--- src/rtl/alu_bitslice_pkg.sv ---
package alu_bitslice_pkg;

    typedef enum logic [1:0] {
        OP_AND  = 2'd0,
        OP_OR   = 2'd1,
        OP_SUM  = 2'd2,
        OP_LESS = 2'd3
    } alu_op_e;

    // Internal values of one bit cell
    typedef struct packed {
        logic a_eff;
        logic b_eff;
        logic sum;
        logic carry;
    } cell_calc_t;

    function automatic cell_calc_t cell_arith(input logic a, input logic b,
                                              input logic inv_a, input logic inv_b,
                                              input logic carry_in);
        cell_calc_t c;
        c.a_eff = a ^ inv_a;
        c.b_eff = b ^ inv_b;
        c.sum   = c.a_eff ^ c.b_eff ^ carry_in;
        c.carry = (c.a_eff & c.b_eff) | (carry_in & (c.a_eff ^ c.b_eff));
        return c;
    endfunction

    function automatic logic cell_select(input logic [1:0] op, input cell_calc_t c,
                                         input logic less);
        logic r;
        case (alu_op_e'(op))
            OP_AND:  r = c.a_eff & c.b_eff;
            OP_OR:   r = c.a_eff | c.b_eff;
            OP_SUM:  r = c.sum;
            default: r = less;
        endcase
        return r;
    endfunction

endpackage

--- src/rtl/alu_cell.sv ---
module alu_cell
    import alu_bitslice_pkg::*;
(
    input  logic       a_i,
    input  logic       b_i,
    input  logic       inv_a_i,
    input  logic       inv_b_i,
    input  logic       carry_i,
    input  logic       less_i,
    input  logic [1:0] op_i,
    output logic       res_o,
    output logic       carry_o
);
    cell_calc_t calc_d;

    always_comb begin
        calc_d  = cell_arith(a_i, b_i, inv_a_i, inv_b_i, carry_i);
        res_o   = cell_select(op_i, calc_d, less_i);
        carry_o = calc_d.carry;
    end
endmodule

--- src/rtl/alu_top_cell.sv ---
module alu_top_cell
    import alu_bitslice_pkg::*;
(
    input  logic       a_i,
    input  logic       b_i,
    input  logic       inv_a_i,
    input  logic       inv_b_i,
    input  logic       carry_i,
    input  logic       less_i,
    input  logic [1:0] op_i,
    output logic       res_o,
    output logic       carry_o,
    output logic       set_o,
    output logic       ovf_o
);
    cell_calc_t calc_d;
    logic       ovf_d;

    always_comb begin
        calc_d  = cell_arith(a_i, b_i, inv_a_i, inv_b_i, carry_i);
        // signed overflow: carry into the sign cell differs from carry out
        ovf_d   = carry_i ^ calc_d.carry;
        res_o   = cell_select(op_i, calc_d, less_i);
        carry_o = calc_d.carry;
        ovf_o   = ovf_d;
        // true sign of the difference, corrected when it overflows
        set_o   = calc_d.sum ^ ovf_d;
    end
endmodule

--- src/rtl/alu_zero_detect.sv ---
module alu_zero_detect #(
    parameter int W     = 32,
    parameter int GROUP = 4
) (
    input  logic [W-1:0] word_i,
    output logic         zero_o
);
    localparam int NGRP = (W + GROUP - 1) / GROUP;
    localparam int WPAD = NGRP * GROUP;

    logic [WPAD-1:0] padded_d;
    logic [NGRP-1:0] grp_any_d;

    always_comb begin
        padded_d        = '0;
        padded_d[W-1:0] = word_i;
    end

    for (genvar g = 0; g < NGRP; g++) begin : g_grp
        assign grp_any_d[g] = |padded_d[g*GROUP +: GROUP];
    end

    assign zero_o = ~|grp_any_d;
endmodule

--- src/rtl/alu_bitslice.sv ---
module alu_bitslice #(
    parameter int W = 32
) (
    input  logic [W-1:0] a,
    input  logic [W-1:0] b,
    input  logic         inv_a,
    input  logic         inv_b,
    input  logic [1:0]   op,
    output logic [W-1:0] result,
    output logic         zero,
    output logic         overflow,
    output logic         carry_out
);
    localparam int MSB = W - 1;

    logic [W:0]   carry_w;
    logic [W-1:0] less_w;
    logic         set_w;

    assign carry_w[0] = inv_b;   // subtract and compare need carry-in 1

    always_comb begin
        less_w    = '0;
        less_w[0] = set_w;
    end

    for (genvar i = 0; i < W; i++) begin : g_cell
        if (i == MSB) begin : g_top
            alu_top_cell u_cell (
                .a_i     (a[i]),
                .b_i     (b[i]),
                .inv_a_i (inv_a),
                .inv_b_i (inv_b),
                .carry_i (carry_w[i]),
                .less_i  (less_w[i]),
                .op_i    (op),
                .res_o   (result[i]),
                .carry_o (carry_w[i+1]),
                .set_o   (set_w),
                .ovf_o   (overflow)
            );
        end else begin : g_low
            alu_cell u_cell (
                .a_i     (a[i]),
                .b_i     (b[i]),
                .inv_a_i (inv_a),
                .inv_b_i (inv_b),
                .carry_i (carry_w[i]),
                .less_i  (less_w[i]),
                .op_i    (op),
                .res_o   (result[i]),
                .carry_o (carry_w[i+1])
            );
        end
    end

    assign carry_out = carry_w[W];

    alu_zero_detect #(.W(W)) u_zero (
        .word_i (result),
        .zero_o (zero)
    );
endmodule

--- config.mk ---
export PLATFORM = sky130hd
export DESIGN_NAME = alu_bitslice
export DESIGN_NICKNAME = d
export VERILOG_FILES = /design/src/rtl/alu_bitslice_pkg.sv /design/src/rtl/alu_cell.sv /design/src/rtl/alu_top_cell.sv /design/src/rtl/alu_zero_detect.sv /design/src/rtl/alu_bitslice.sv
export SDC_FILE = /design/constraint.sdc
export NUM_CORES = 1
export LEC_CHECK = 0
export ABC_AREA = 1
export BUFFER_PORTS_ARGS = -buffer_cell sky130_fd_sc_hd__buf_2
export CAP_MARGIN = 10
export CORE_MARGIN = 4
export CORE_UTILIZATION = 32
export DETAILED_ROUTE_END_ITERATION = 8
export SLEW_MARGIN = 5
export SYNTH_ARGS = -nofsm -noshare
export SYNTH_HDL_FRONTEND = slang
export SYNTH_SLANG_ARGS = --single-unit
--- constraint.sdc ---
create_clock -name vclk -period 21.6
set_input_delay 1.08 -clock vclk [all_inputs]
set_output_delay 1.08 -clock vclk [all_outputs]
set_load 0.1 [all_outputs]
==> flow_summary.yaml <==
pwr:
  internal_power_mw: 0.0504
  power.density_mw_per_mm2: 52.8
  switching_power_mw: 0.156
  combPwrFrac: 1.000
  power.share.switching: 0.756
  p_leak_nw: 2.25
  clockPowerShare: 0
  peakVddDrop_mv: 0.0431
  pwr-share-seq: 0
detailed_routing:
  drtIter0Drc: 68
  drcViolationCount: 0
  wl_per_cell_um: 12.3
  wl_met2_um: 4270
  vias: 2921
  met1_length_um: 3810
  wl_um: 8580
  dr.max_layer_used: "met4"
  dr_wl_met3_um: 373
  vias_per_cell: 4.17
  ant_nets: 0
  drtPass1Iterations: 4
yosys:
  synth_top_area_cell: "ha_1"
  ys_types: 18
  syn_avg_cell_area_um2: 7.04
  syn-instance-count: 503
  yosys-top-cells-area: "ha_1, fa_1, xnor2_1, inv_1, nand2_1"
  syn-num-nets: 667
  yosysSeqAreaShare: 0
  yosysWarnings: 0
  synth_top_area_share: 0.226
  synthesis.area_mm2: 0.00354
floorplan:
  die_h_um: 113
  ios: 103
  core_area_mm2: 0.0108
  die_width_um: 113
  dieArea_mm2: 0.0128
  start_util: 0.327
  core.rowCount: 38
layout:
  final_nets: 726
  final-seq-area_um2: 0
  clockBufferCount: 0
  drive_above_1_share: 0.196
  nFillCells: 1209
  final_cells: 700
  final_util: 0.361
  antennaDiodeCount: 0
  multi_input_area_mm2: 0.00274
  area_delta_synth_final_pct: 10.7
  flops_and_latches: 0
setup_path:
  critPathMaxFanout: 32
  startpoint_type: "input pin"
  cp_slowest_stage_delay_ps: 460
  slowest_stage: "buf_4"
  cp.required_ps: 20520
  worstSetupPathType: "input pin to output pin"
  cp_common_cell: "fa_1"
  crit_path_end_kind: "output pin"
  crit_path_start: "inv_a"
  crit_arrival_ps: 14650
sta:
  slew_headroom: 0.250
  tightest_slew_ps: 1120
  finalHoldWorstSlack_ps: 2850
  max_freq_ghz: 0.0636
  timing.final.ws_setup_ps: 5870
  fin_crit_sh: 0.728
  setup_viol: 0
  maxSlewViolCount: 0
  rsz0062_at_grt: "no"
  hold_violations: 0
  min_period_ps: 15730
  setup_tns_ps: 0
global_routing:
  grt_pass1_vias: 3140
  grt_pass1_wl_um: 14100
  track_usage: 0.132
  grt-ovfl-total: 0
  antenna_found_initial: 0
  grt_max_degree: 35
cts:
  postCtsHoldBufs: 0
  post_cts_resized: 0
  post_cts_buffers: 0
worst_hold_path:
  hold_start: "op[1]"
  hp-class: "input pin to output pin"
  holdPathStages: 4
placement:
  port-buffer-count: 103
  dpl_worst_slack_ps: 5820
  dp_hpwl_um: 7180
  dpl.cell_count: 700
  gp_congestion: 0.782
run_status:
  status: "finished clean"
run:
  drv_cap: 0
## cells in the mapped netlist, drive strengths merged
cell type	instances
nand3b	7
o21ai	1
ha	64
inv	123
clkbuf	2
nand3	39
xnor2	60
xor2	5
and2	1
nand2	98
buf	47
nor2	24
fa	32
## critical path, delay by kind of cell
family / cells / cell delay (ps)
AO/OA/AOI/OAI: 1 / 110
XOR/XNOR: 1 / 300
adder cells (fa/ha/maj): 31 / 11300
buffers and inverters: 5 / 1130
AND/OR/NAND/NOR: 8 / 710
## kinds of logic (layout without fill, tap and decap cells)
| family | after synthesis | in the layout | synth area share |
|---|---|---|---|
| adders and majority gates | 96 | 96 | 0.407 |
| xor gates and xnor gates | 65 | 65 | 0.161 |
| and+or+nand+nor | 169 | 169 | 0.204 |
| AOI/OAI and AO/OA | 1 | 1 | 0.00141 |
| buffers and inverters | 172 | 229 | 0.227 |
## through the flow
step | instance area (µm²) | power [mW]
3_5_place_dp | 3920 | 0.209
4_1_cts | 3920 | 0.209
6_report | 3920 | 0.207
3_3_place_gp | 3920 | 0.205
2_1_floorplan | 3540 | 0.185
5_1_grt | 3920 | 0.227
## layout make-up
cell class / count / share of cell area
multi-input combinational: 331 / 0.699
timing repair buffer: 106 / 0.137
tap: 140 / 0.0447
inverter: 123 / 0.118
## final timing paths
kind	end	slack, ps
setup / recovery	zero	5870
hold / removal	result[31]	2850
## routing by layer
layer	vias to the layer above	global-route usage
met5	-	0
met4	0	0.0232
met3	11	0.0187
met2	68	0.247
met1	1336	0.161
li1	1506	-
## layout by cell type (no fill, tap or decap)
cell type  netlist  final
nor2_1          22     21
buf_4           33      3
nor2_2           1      2
xor2_1           5      5
nand2_1         98     98
o21ai_0          1      1
fa_1            32     32
ha_1            64     64
buf_2           12    103
and2_1           1      1
inv_1          122    122
nand3_1         39     39
nand3b_1         7      7
xnor2_1         60     60
inv_4            1      1
nor2_4           1      1
## power by group through the flow
stage          registers (mW)  clock network [mW]  logic, mW
2_1_floorplan               0                   0      0.185
3_3_place_gp                0                   0      0.205
3_5_place_dp                0                   0      0.209
4_1_cts                     0                   0      0.209
5_1_grt                     0                   0      0.227
6_report                    0                   0      0.207
Power figures use the tool's default switching activity.
